===== src/rtl/man_pkg.sv =====
// Shared types for the Manchester codec.
// Assumes the oversampling ratio is a power of two and at least 8.
package man_pkg;

    // Where an observed transition falls relative to the expected mid-bit point
    typedef enum logic [1:0] {
        RGN_BOUNDARY,
        RGN_EARLY,
        RGN_ON_TIME,
        RGN_LATE
    } mid_rgn_e;

    // Classify a local phase value at which a line transition was seen
    function automatic mid_rgn_e classify_phase(input int ph, input int osr);
        if (ph == osr / 2)                    return RGN_ON_TIME;
        if (ph > osr / 4 && ph < osr / 2)     return RGN_EARLY;
        if (ph > osr / 2 && ph < 3 * osr / 4) return RGN_LATE;
        return RGN_BOUNDARY;
    endfunction

endpackage


===== src/rtl/man_encoder.sv =====
// Bi-phase line encoder.
// Emits the inverted bit for the first half of a bit period and the true bit
// for the second half, so every bit carries one transition at mid-bit.
// Assumes bit_en is pulsed together with samp_en once every OSR sample enables.
module man_encoder #(
    parameter int OSR = 16
) (
    input  logic clk,
    input  logic rst_n,
    input  logic samp_en,
    input  logic bit_en,
    input  logic bit_in,
    output logic line_out
);
    localparam int HALF  = OSR / 2;
    localparam int CNT_W = $clog2(OSR + 1);

    logic [CNT_W-1:0] tick_cnt;
    logic             held_bit;

    // Load a new symbol on bit_en, swap to the second half after HALF ticks
    always_ff @(posedge clk) begin
        if (!rst_n) begin
            line_out <= 1'b0;
            held_bit <= 1'b0;
            tick_cnt <= CNT_W'(OSR);
        end else if (samp_en) begin
            if (bit_en) begin
                held_bit <= bit_in;
                line_out <= ~bit_in;
                tick_cnt <= CNT_W'(1);
            end else begin
                if (tick_cnt == CNT_W'(HALF)) line_out <= held_bit;
                if (tick_cnt != CNT_W'(OSR))  tick_cnt <= tick_cnt + 1'b1;
            end
        end
    end

    // first half of a new symbol is the inverse of the accepted bit
    a_r1_first_half_inverted: assert property (@(posedge clk) disable iff (!rst_n)
        (samp_en && bit_en) |=> (line_out == !$past(bit_in)));

    // the line never moves between sample enables
    a_r2_line_moves_on_tick: assert property (@(posedge clk) disable iff (!rst_n)
        !samp_en |=> $stable(line_out));

endmodule


===== src/rtl/man_phase_track.sv =====
// Bit-phase tracking loop for the Manchester decoder.
// Keeps a local phase counter (0..OSR-1, mid-bit expected at OSR/2), detects
// line transitions on sample enables, and corrects the counter:
//   unlocked: a transition after a long quiet gap snaps the phase to mid-bit;
//   locked:   an early/late mid-bit transition shifts the phase by one sample.
// Transitions near the bit boundary are left alone.
// Assumes line_in is already synchronous to clk.
module man_phase_track
    import man_pkg::*;
#(
    parameter int OSR = 16
) (
    input  logic                   clk,
    input  logic                   rst_n,
    input  logic                   samp_en,
    input  logic                   line_in,
    input  logic                   locked,
    output logic [$clog2(OSR)-1:0] phase,
    output logic                   line_prev,
    output logic                   realign
);
    localparam int PH_W    = $clog2(OSR);
    localparam int MID     = OSR / 2;
    localparam int LONG    = 3 * OSR / 4;
    localparam int GAP_MAX = 2 * OSR - 1;
    localparam int GAP_W   = $clog2(2 * OSR);

    logic [GAP_W-1:0] gap;
    logic             edge_now;
    mid_rgn_e         rgn;

    // Transition detect, phase classification and acquisition decision
    always_comb begin
        edge_now = samp_en && (line_in != line_prev);
        rgn      = classify_phase(int'(phase), OSR);
        realign  = edge_now && !locked && (gap >= GAP_W'(LONG));
    end

    // Advance, nudge or snap the phase counter; track the quiet gap
    always_ff @(posedge clk) begin
        if (!rst_n) begin
            phase     <= '0;
            line_prev <= 1'b0;
            gap       <= GAP_W'(GAP_MAX);
        end else if (samp_en) begin
            line_prev <= line_in;
            if (edge_now)                     gap <= '0;
            else if (gap != GAP_W'(GAP_MAX))  gap <= gap + 1'b1;

            if (realign)
                phase <= PH_W'(MID + 1);
            else if (edge_now && locked && rgn == RGN_EARLY)
                phase <= phase + PH_W'(2);
            else if (edge_now && locked && rgn == RGN_LATE)
                phase <= phase;
            else
                phase <= phase + 1'b1;
        end
    end

    // while locked, one sample enable moves the phase by 0, 1 or 2 only
    a_r7_single_step: assert property (@(posedge clk) disable iff (!rst_n)
        (samp_en && locked) |=> (PH_W'(phase - $past(phase)) <= PH_W'(2)));

    // a boundary-zone transition while locked leaves the normal advance
    a_r8_boundary_edge_ignored: assert property (@(posedge clk) disable iff (!rst_n)
        (edge_now && locked && rgn == RGN_BOUNDARY)
            |=> (phase == PH_W'($past(phase) + 1'b1)));

    // realignment only happens while unlocked
    a_r9_realign_unlocked: assert property (@(posedge clk) disable iff (!rst_n)
        realign |-> !locked);

endmodule


===== src/rtl/man_bit_slicer.sv =====
// Decision stage of the Manchester decoder.
// Captures the first-half level at phase OSR/4 and decides at phase 3*OSR/4:
// a differing pair gives a data bit (second-half level), an equal pair gives
// a code violation. Counts consecutive valid bits to declare lock.
// Assumes phase/realign come from man_phase_track on the same samp_en.
module man_bit_slicer #(
    parameter int OSR       = 16,
    parameter int LOCK_BITS = 8
) (
    input  logic                   clk,
    input  logic                   rst_n,
    input  logic                   samp_en,
    input  logic                   line_in,
    input  logic                   line_prev,
    input  logic [$clog2(OSR)-1:0] phase,
    input  logic                   realign,
    output logic                   bit_out,
    output logic                   strobe,
    output logic                   violation,
    output logic                   locked
);
    localparam int PH_W  = $clog2(OSR);
    localparam int Q1    = OSR / 4;
    localparam int Q3    = 3 * OSR / 4;
    localparam int LCK_W = $clog2(LOCK_BITS + 1);

    logic             first_half;
    logic [LCK_W-1:0] run_cnt;

    // Sample the first half, decide at three quarters, maintain lock count
    always_ff @(posedge clk) begin
        if (!rst_n) begin
            first_half <= 1'b0;
            bit_out    <= 1'b0;
            strobe     <= 1'b0;
            violation  <= 1'b0;
            run_cnt    <= '0;
            locked     <= 1'b0;
        end else begin
            strobe    <= 1'b0;
            violation <= 1'b0;
            if (samp_en) begin
                if (realign)
                    first_half <= line_prev;
                else if (phase == PH_W'(Q1))
                    first_half <= line_in;

                if (phase == PH_W'(Q3) && !realign) begin
                    strobe  <= 1'b1;
                    bit_out <= line_in;
                    if (line_in == first_half) begin
                        violation <= 1'b1;
                        run_cnt   <= '0;
                        locked    <= 1'b0;
                    end else begin
                        if (run_cnt != LCK_W'(LOCK_BITS)) run_cnt <= run_cnt + 1'b1;
                        if (run_cnt >= LCK_W'(LOCK_BITS - 1)) locked <= 1'b1;
                    end
                end
            end
        end
    end

    // a strobe never lasts more than one cycle
    a_r4_strobe_single: assert property (@(posedge clk) disable iff (!rst_n)
        strobe |=> !strobe);

    // a violation is reported only with a strobe, and lock is low with it
    a_r5_violation_on_strobe: assert property (@(posedge clk) disable iff (!rst_n)
        violation |-> (strobe && !locked));

    // lock rises only together with a valid strobe
    a_r6_lock_with_valid_bit: assert property (@(posedge clk) disable iff (!rst_n)
        $rose(locked) |-> (strobe && !violation));

endmodule


===== src/rtl/manchester_codec.sv =====
// Manchester line codec top: encoder plus oversampling decoder with a
// phase-correcting loop and lock indication.
// Assumes samp_en runs at OSR times the bit rate, OSR is a power of two (>= 8),
// and rx_line is already synchronous to clk.
module manchester_codec #(
    parameter int OSR       = 16,
    parameter int LOCK_BITS = 8
) (
    input  logic clk,
    input  logic rst_n,
    input  logic samp_en,
    input  logic tx_bit_en,
    input  logic tx_bit,
    output logic tx_line,
    input  logic rx_line,
    output logic rx_bit,
    output logic rx_strobe,
    output logic rx_violation,
    output logic rx_locked
);
    localparam int PH_W = $clog2(OSR);

    logic [PH_W-1:0] phase;
    logic            line_prev;
    logic            realign;

    man_encoder #(.OSR(OSR)) u_enc (
        .clk      (clk),
        .rst_n    (rst_n),
        .samp_en  (samp_en),
        .bit_en   (tx_bit_en),
        .bit_in   (tx_bit),
        .line_out (tx_line)
    );

    man_phase_track #(.OSR(OSR)) u_track (
        .clk       (clk),
        .rst_n     (rst_n),
        .samp_en   (samp_en),
        .line_in   (rx_line),
        .locked    (rx_locked),
        .phase     (phase),
        .line_prev (line_prev),
        .realign   (realign)
    );

    man_bit_slicer #(.OSR(OSR), .LOCK_BITS(LOCK_BITS)) u_slice (
        .clk       (clk),
        .rst_n     (rst_n),
        .samp_en   (samp_en),
        .line_in   (rx_line),
        .line_prev (line_prev),
        .phase     (phase),
        .realign   (realign),
        .bit_out   (rx_bit),
        .strobe    (rx_strobe),
        .violation (rx_violation),
        .locked    (rx_locked)
    );

endmodule


===== config.mk =====
export PLATFORM = sky130hd
export DESIGN_NAME = manchester_codec
export DESIGN_NICKNAME = d
export VERILOG_FILES = /design/src/rtl/man_pkg.sv /design/src/rtl/man_encoder.sv /design/src/rtl/man_phase_track.sv /design/src/rtl/man_bit_slicer.sv /design/src/rtl/manchester_codec.sv
export SDC_FILE = /design/constraint.sdc
export NUM_CORES = 1
export LEC_CHECK = 0
export ABC_AREA = 1
export CAP_MARGIN = 15
export CORE_AREA = 5 5 70 59
export DETAILED_ROUTE_END_ITERATION = 16
export DIE_AREA = 0 0 75 64
export GPL_ROUTABILITY_DRIVEN = 0
export PLACE_DENSITY = 0.67
export SYNTH_ARGS = -nofsm -noshare
export SYNTH_HDL_FRONTEND = slang
export SYNTH_SLANG_ARGS = --single-unit

===== constraint.sdc =====
create_clock -name clk -period 1.6 [get_ports clk]
set_input_delay 0.32 -clock clk [delete_from_list [all_inputs] [get_ports clk]]
set_output_delay 0.32 -clock clk [all_outputs]
set_load 0.01 [all_outputs]

Word level (Yosys, flattened, before mapping)
Cells that the tools add are included.
{"block": "totals", "reg_bits": 26, "input_bits": 6, "out_inout_bits": 5, "wordCells": 93}
{"block": "classes", "n_reduce_logical": 28, "order_cmp": 6, "eq_ne": 12, "muxes": 29, "add_sub_neg": 5, "bitwise": 1}
{"operator": "4-bit 2-to-1 mux", "count": 5}
{"operator": "5-bit 2-to-1 mux", "count": 4}
{"operator": "2-bit AND reduction", "count": 8}
{"operator": "1-bit 2-to-1 mux", "count": 14}
{"operator": "2-bit 2-to-1 mux", "count": 6}
{"operator": "2-bit nonzero test", "count": 6}
{"operator": "5-bit by 1-bit adder with 5-bit output (second input constant)", "count": 2}
{"operator": "5-bit inequality test (second input constant)", "count": 2}
{"operator": "1-bit logical AND", "count": 9}
{"operator": "3-bit AND reduction", "count": 3}
{"operator": "4-bit by 1-bit adder with 4-bit output (second input constant)", "count": 2}
{"operator": "4-bit == test (second input constant)", "count": 2}
{"operator": "4-bit less-than comparator (second input constant)", "count": 2}
{"operator": "5-bit by 4-bit == test with 1-bit output (second input constant)", "count": 1}
{"operator": "5-bit by 4-bit greater-or-equal comparator with 1-bit output (second input constant)", "count": 1}
{"operator": "4-bit by 2-bit adder with 4-bit output (second input constant)", "count": 1}
{"operator": "4-bit by 3-bit == test with 1-bit output (second input constant)", "count": 1}
{"operator": "4-bit by 3-bit greater-or-equal comparator with 1-bit output (second input constant)", "count": 1}
{"operator": "4-bit by 3-bit > comparator with 1-bit output (second input constant)", "count": 1}
{"operator": "4-bit > comparator (second input constant)", "count": 1}
{"operator": "4-bit inequality test (second input constant)", "count": 1}
{"operator": "3-bit by 1-bit inequality test with 1-bit output (second input constant)", "count": 1}
{"operator": "2-bit by 1-bit == test with 1-bit output (second input constant)", "count": 1}
{"operator": "2-bit == test (second input constant)", "count": 1}
{"operator": "4 further kinds", "count": 5}

Longest topological paths before layout
Gate-level depths: netlist (run 1).
{"block": "depth", "word_depth": 14, "ltp_mapped": 10, "mapped_depth_nobuf": 10}

Cells and area by module
A second synthesis (run 1) with hierarchy kept.
{"block": "unflattened", "hier_cells": 236, "hier_area_um2": 1632.8}
{"mod": "man_phase_track", "cells_each": 93, "area_per_inst_um2": 674.4, "instances": 1, "seq_area_each_um2": 200.2}
{"mod": "man_bit_slicer", "cells_each": 75, "area_per_inst_um2": 510.5, "instances": 1, "seq_area_each_um2": 180.2}
{"mod": "man_encoder", "cells_each": 68, "area_per_inst_um2": 447.9, "instances": 1, "seq_area_each_um2": 140.1}

Least setup slack after synthesis (run 1)
Ideal clock, no wire load.
{"block": "synth_timing", "path_kind": "register -> register", "start": "register u_track.gap[0]", "end": "register u_track.gap[3]", "period_less_slack_ns": 1.413, "path_stages_with_launch": 9, "required_ns": 1.481, "path_slack_ns": 0.187, "setup_ns": 0.119, "n_path_buf": 0, "t_arrival_ns": 1.294, "path_cell_list": "dfxtp_1 > ha_1 > inv_1 > nor2_1 > ha_1 > nor2_2 > nand2_1 > o31ai_1 > o21ai_1"}
{"block": "synth_between", "elab_chain_cells": 3, "word_cells_on_any_way": 6, "cone_classes": "1 x add/sub; 1 x eq/ne; 2 x mux; 2 x reduce/logical"}
{"item": "start: declaration", "line_no": "man_phase_track.sv:28", "rtl": "logic [GAP_W-1:0] gap;"}
{"item": "start signal: assignment", "line_no": "man_phase_track.sv:44", "rtl": "gap <= GAP_W'(GAP_MAX);"}
{"item": "start signal: assignment", "line_no": "man_phase_track.sv:48", "rtl": "else if (gap != GAP_W'(GAP_MAX)) gap <= gap + 1'b1;"}
{"item": "5-bit by 1-bit adder with 5-bit output or 5-bit inequality test (tied branches)", "line_no": "man_phase_track.sv:48"}
{"item": "5-bit 2-to-1 mux or 2-bit nonzero test (tied branches)"}
{"item": "5-bit 2-to-1 mux or 2-bit AND reduction (tied branches)"}
Parallel ways exist; a longest one is shown, timed or not. The select of a mux whose other input is x is not followed.
A chain may end at the register's enable or synchronous reset.

Final worst setup path (run 1)
{"block": "layout_timing", "start": "register u_slice.locked", "end": "output port rx_locked"}
{"item": "start: declaration", "line_no": "man_bit_slicer.sv:20", "rtl": "output logic locked"}
{"item": "start signal: assignment", "line_no": "man_bit_slicer.sv:38", "rtl": "locked <= 1'b0;"}
{"item": "start signal: assignment", "line_no": "man_bit_slicer.sv:54", "rtl": "locked <= 1'b0;"}
{"item": "start signal: assignment", "line_no": "man_bit_slicer.sv:57", "rtl": "if (run_cnt >= LCK_W'(LOCK_BITS - 1)) locked <= 1'b1;"}
{"item": "end: declaration", "line_no": "manchester_codec.sv:19", "rtl": "output logic rx_locked"}
No word-level cell between the ends.

==> results of run 1 <==
## flip-flops by register name (all words and copies together) (netlist names)
register            count
u_slice.violation       1
u_slice.strobe          1
u_track.line_prev       1
u_slice.locked          1
u_slice.run_cnt         4
u_track.gap             5
u_slice.bit_out         1
u_slice.first_half      1
u_enc.held_bit          1
u_enc.line_out          1
u_enc.tick_cnt          5
u_track.phase           4
## report_power, final
part,internal [mW],total [mW],leakage (nW),switching (mW)
registers,0.688,0.719,0.213,0.0307
logic,0.165,0.359,0.673,0.194
clock network,0.335,0.546,0.0357,0.212
total,1.19,1.62,0.922,0.436
## cell families after synthesis
kind of cell	after synthesis	synth area share, %
adders and majority gates	10	7.84
DFF	26	32.6
buffers and inverters	37	10.3
xor gates and xnor gates	5	2.74
AOI/OAI and AO/OA	40	15.3
and+or+nand+nor	92	31.2
## synth_stat cells (all sizes together)
cell	n	area, µm²
a211oi	2	15.0
a21oi	13	80.1
a31oi	5	31.3
buf	2	22.5
clkbuf	1	3.75
dfxtp	26	521
ha	10	125
inv	34	138
nand2	46	228
nand3	14	82.6
nand3b	2	15.0
nand4	3	18.8
nor2	22	128
nor3	4	20.0
o211ai	1	7.51
o21ai	16	83.8
o21bai	1	7.51
o221a	1	11.3
o31ai	1	7.51
or2	1	6.26
xnor2	1	8.76
xor2	4	35.0
## routing by layer
metal / vias up / part of all wire (%)
li1: 751 / -
met1: 641 / 49
met2: 21 / 46
met3: 2 / 4.1
met4: 0 / 0.59
met5: - / 0
## worst max path at each step
| stage | end | slack [ns] | cells past startpoint |
|---|---|---|---|
| after CTS | u_track.gap[3]$_SDFFE_PN1P_ | 0.05 | 8 |
| after floorplan | u_track.gap[3]$_SDFFE_PN1P_ | 0.19 | 8 |
| after global routing | u_track.gap[4]$_SDFFE_PN1P_ | 0.007 | 9 |
| after detailed placement | u_track.phase[0]$_SDFFE_PN0P_ | -0.17 | 10 |
| final | rx_locked | 0.09 | 1 |
| after global placement | u_slice.run_cnt[1]$_SDFFE_PN0P_ | -0.16 | 9 |
## area by class of cell
type	count	area [µm²]	area share (%)
Sequential cell	26	523	26.2
Multi-Input combinational cell	147	928	46.5
Tap cell	42	52.6	2.63
Clock inverter	1	30.0	1.50
Timing Repair Buffer	34	283	14.2
Clock buffer	3	41.3	2.07
Inverter	34	138	6.90
## metrics by stage
step                      setup TNS, ns  power (mW)
after floorplan                       0       0.947
after global placement            -1.84        1.08
after detailed placement          -2.18        1.08
after CTS                             0        1.64
after global routing                  0        1.73
final                                 0        1.62
==> results.py, run 1 <==
metrics = {
    "global_routing": {
        "met3_usage_pct": 3.61,
        "grt-ovfl-total": 0,
        "grt_pass1_vias": 1305,
        "antenna_found_initial": 0,
        "grt.met2_usage_pct": 23.3,
        "grt_util_all_layers_pct": 14.7,
        "busiest_layer": "met2",
        "grt_pass1_wl_mm": 5.75,
        "use_met1_pct": 20.5,
        "grt_max_degree": 16,
    },
    "setup_path": {
        "crit_buf_inv": 1,
        "worstPathCellList": "clkdlybuf4s50_1",
        "rr_worst_depth": 10,
        "startpoint_type": "flip-flop",
        "cp_data_required_time_ns": 1.28,
        "r2r_end": "u_track.gap[2]$_SDFFE_PN1P_",
        "path_class": "flip-flop to primary output",
        "critical_path.max_fanout": 3,
        "r2r_start": "u_track.gap[0]$_SDFFE_PN1P_",
        "crit_family": "buffers and inverters",
        "slowest_delay_ns": 0.55,
        "reg2reg_setup_slack_ns": 0.12,
        "worstSetupStartpoint": "u_slice.locked$_SDFFE_PN0P_",
        "cp_slowest_cell": "clkdlybuf4s50_1",
        "crit_arrival_ns": 1.19,
        "end_kind": "primary output",
    },
    "sta": {
        "drv_slew": 0,
        "finalCritPeriodShare_pct": 94.6,
        "slew_headroom_pct": 81.4,
        "finalCriticalPeriod_ns": 1.51,
        "setup_violations": 0,
        "rsz0062_at_grt": "no",
        "worstMarginPinSlew_ns": 0.279,
        "clock_skew_ns": 0.00436,
        "finalWorstSetupSlack_ns": 0.0871,
        "hold_violations": 0,
        "fmax_mhz": 661,
        "hold-worst-slack_ns": 0.482,
    },
    "drt": {
        "wirelength_mm": 3.22,
        "route.detailed.drc": 0,
        "vias": 1415,
        "drt-pass1-iter-count": 4,
        "routedWlPerCell_um": 11.2,
        "viasPerCell": 4.93,
        "ant_nets": 0,
        "drtIter0Drc": 59,
    },
    "cells_and_area": {
        "final_common_cell": "nand2_1",
        "num_antenna_cells": 0,
        "fin_util_pct": 59.5,
        "drive_above_1_share_pct": 22.9,
        "areaGrowthSynthToFinish_pct": 25.1,
        "fillers": 309,
        "fin_nets": 262,
        "layout_common_cells": "nand2_1, inv_1, buf_4, dfxtp_1, nor2_1",
        "design_area_um2": 2000,
        "post_layout_nonfiller_instances": 287,
    },
    "clocking": {
        "clock_latency_ns": 0.27,
        "cts.sinks": 26,
        "htreeDepth": 1,
        "cts_buffers": 3,
        "postCtsSetupBuffers": 0,
        "cts_hold_buf": 0,
        "clockRootBuffer": "clkbuf_8",
        "cts_buffer_depth": 2,
        "tritoncts": "yes",
        "path_clk_slew_ns": 0.09,
        "cts_resized": 0,
    },
    "place": {
        "post-place-ws_ns": -0.174,
        "place_area_um2": 1900,
        "dp_cells": 283,
        "dp_hpwl_mm": 2.52,
        "port-buffer-count": 10,
    },
    "synth": {
        "synth_cell_types": 34,
        "syn_avg_cell_area_um2": 7.60,
        "ys_ff_latch": 26,
        "syn-num-nets": 226,
        "postSynthCellCount": 210,
        "ys_warn_count": 0,
        "syn_area_um2": 1600,
        "yosysSeqAreaShare_pct": 32.6,
    },
    "min_path": {
        "holdPathStages": 2,
        "holdPathEnd": "u_enc.line_out$_SDFFE_PN0P_",
        "min_path_type": "flip-flop to flip-flop",
        "worstHoldStart": "u_enc.held_bit$_SDFFE_PN0P_",
    },
    "floorplan": {
        "dieArea_um2": 4800,
        "die_w_um": 75,
        "die_h_um": 64,
        "design.core.area_um2": 3350,
        "rows": 19,
        "ios": 11,
        "start_util_pct": 47.6,
    },
    "power": {
        "p_leak_nw": 0.922,
        "p_per_area_nw_per_um2": 814,
        "ir_drop_mv": 0.511,
    },
    "run": {
        "timing.max_cap.violations": 0,
    },
    "outcome": {
        "status": "finished clean",
    },
}
Note: power is estimated with default switching activity, not from simulation.
==> run 2: changes to the inputs <==
- GPL_ROUTABILITY_DRIVEN: 0 -> not set
- HOLD_SLACK_MARGIN: not set -> 0.06
==> results of run 2 <==
No change in the layout: final DEF, timing and power equal those of run 1.
==> run 3: changes to the inputs <==
- RECOVER_POWER: not set -> 25
==> run 3 against run 2 <==
  * Clock skew about the same
  * Sequential share of layout area hardly changed
  * Flip-flop and latch count unchanged
  * Critical path type unchanged
  * Combinational power about the same
==> results.py, run 3 (synthesis results as in run 1) <==
metrics = {
    "global_routing": {
        "grt_util_all_layers_pct": 14.7,
        "grt_pass1_wl_mm": 5.75,
        "grt_max_degree": 16,
        "grt-ovfl-total": 0,
        "grt_pass1_vias": 1305,
        "antenna_found_initial": 0,
    },
    "setup_path": {
        "crit_family": "buffers and inverters",
        "cp_data_required_time_ns": 1.28,
        "worstPathCellList": "clkdlybuf4s50_1",
        "startpoint_type": "flip-flop",
        "end_kind": "primary output",
        "crit_buf_inv": 1,
        "r2r_start": "u_track.gap[0]$_SDFFE_PN1P_",
        "cp_slowest_cell": "clkdlybuf4s50_1",
        "slowest_delay_ns": 0.55,
        "r2r_end": "u_track.gap[2]$_SDFFE_PN1P_",
        "rr_worst_depth": 10,
        "path_class": "flip-flop to primary output",
        "reg2reg_setup_slack_ns": 0.12,
        "crit_arrival_ns": 1.19,
        "critical_path.max_fanout": 3,
    },
    "clocking": {
        "cts_buffers": 3,
        "cts_resized": 0,
        "postCtsSetupBuffers": 0,
        "cts.sinks": 26,
        "path_clk_slew_ns": 0.09,
        "cts_hold_buf": 0,
        "clockRootBuffer": "clkbuf_8",
        "cts_buffer_depth": 2,
        "clock_latency_ns": 0.27,
        "htreeDepth": 1,
        "tritoncts": "yes",
    },
    "drt": {
        "wirelength_mm": 3.22,
        "vias": 1405,
        "ant_nets": 0,
        "route.detailed.drc": 0,
        "drt-pass1-iter-count": 4,
        "viasPerCell": 4.90,
        "drtIter0Drc": 69,
        "routedWlPerCell_um": 11.2,
    },
    "cells_and_area": {
        "fin_nets": 262,
        "layout_common_cells": "nand2_1, inv_1, dfxtp_1",
        "regArea_um2": 523,
        "design_area_um2": 1990,
        "drive_above_1_share_pct": 22.4,
        "num_antenna_cells": 0,
        "multi_input_area_um2": 928,
        "fin_util_pct": 59.4,
        "fillers": 309,
        "reg_top3": "u_enc.tick_cnt (5), u_track.gap (5)",
        "post_layout_nonfiller_instances": 287,
        "areaGrowthSynthToFinish_pct": 24.9,
        "final_common_cell": "nand2_1",
    },
    "sta": {
        "drv_slew": 0,
        "finalCritPeriodShare_pct": 94.6,
        "finalCriticalPeriod_ns": 1.51,
        "rsz0062_at_grt": "no",
        "worstMarginPinSlew_ns": 0.274,
        "fmax_mhz": 661,
        "tns_ns": 0,
        "slew_headroom_pct": 81.7,
        "hold-worst-slack_ns": 0.483,
        "clock_skew_ns": 0.00390,
        "hold_violations": 0,
        "finalWorstSetupSlack_ns": 0.0872,
        "setup_violations": 0,
    },
    "min_path": {
        "worstHoldStart": "u_enc.held_bit$_SDFFE_PN0P_",
        "holdPathStages": 2,
        "holdPathEnd": "u_enc.line_out$_SDFFE_PN0P_",
        "min_path_type": "flip-flop to flip-flop",
    },
    "run": {
        "timing.max_cap.violations": 0,
    },
    "place": {
        "dp_hpwl_mm": 2.52,
        "post-place-ws_ns": -0.174,
        "place_area_um2": 1900,
        "gp_congestion": 0.859,
        "dp_cells": 283,
        "port-buffer-count": 10,
    },
    "floorplan": {
        "die_h_um": 64,
        "design.core.area_um2": 3350,
        "die_w_um": 75,
        "rows": 19,
        "dieArea_um2": 4800,
        "ios": 11,
        "start_util_pct": 47.6,
    },
    "power": {
        "ir_drop_mv": 0.511,
        "p_leak_nw": 0.918,
        "total_power_mw": 1.62,
        "p_per_area_nw_per_um2": 814,
    },
    "outcome": {
        "status": "finished clean",
    },
}
-- run 3: cell types whose count changed in the layout (fill, tap and decap cells not counted), sizes merged --
cell,change
clkbuf,+2
buf,-2
-- run 3: how the worst max path moves through the flow --
stage	from	end	slack, ns	depth (start not counted)
global placement	rx_line	u_slice.run_cnt[1]$_SDFFE_PN0P_	-0.16	9
finish	u_slice.locked$_SDFFE_PN0P_	rx_locked	0.09	1
floorplan	u_track.gap[0]$_SDFFE_PN1P_	u_track.gap[3]$_SDFFE_PN1P_	0.19	8
global route	u_track.gap[0]$_SDFFE_PN1P_	u_track.gap[4]$_SDFFE_PN1P_	0.007	9
detailed placement	rx_line	u_track.phase[0]$_SDFFE_PN0P_	-0.17	10
CTS	u_track.gap[0]$_SDFFE_PN1P_	u_track.gap[3]$_SDFFE_PN1P_	0.05	8
-- run 3: cell type report --
cell class                      instances  area share (%)
Clock buffer                            3            2.07
Clock inverter                          1            1.51
Inverter                               34            6.91
Multi-Input combinational cell        147            46.6
Sequential cell                        26            26.3
Tap cell                               42            2.64
Timing Repair Buffer                   34            14.0
-- run 3: layer usage --
| layer | vias to the layer above | share of wire, % | track usage, % |
|---|---|---|---|
| met5 | - | 0 | 0 |
| met1 | 634 | 50 | 20.5 |
| met2 | 17 | 46 | 23.3 |
| li1 | 752 | - | - |
| met4 | 0 | 0.59 | 2.00 |
| met3 | 2 | 3.9 | 3.61 |
-- run 3: power breakdown --
group	switching, mW	total [mW]	internal (mW)
sequential	0.0306	0.719	0.688
clock	0.211	0.545	0.335
combinational	0.193	0.358	0.164
total	0.435	1.62	1.19
-- run 3: worst min-delay path, delay by kind of cell, from the launching register on --
kind,cells,cell delay [ns]
flip-flops,1,0.32
AND/OR/NAND/NOR,1,0.06
AO/OA/AOI/OAI,1,0.07
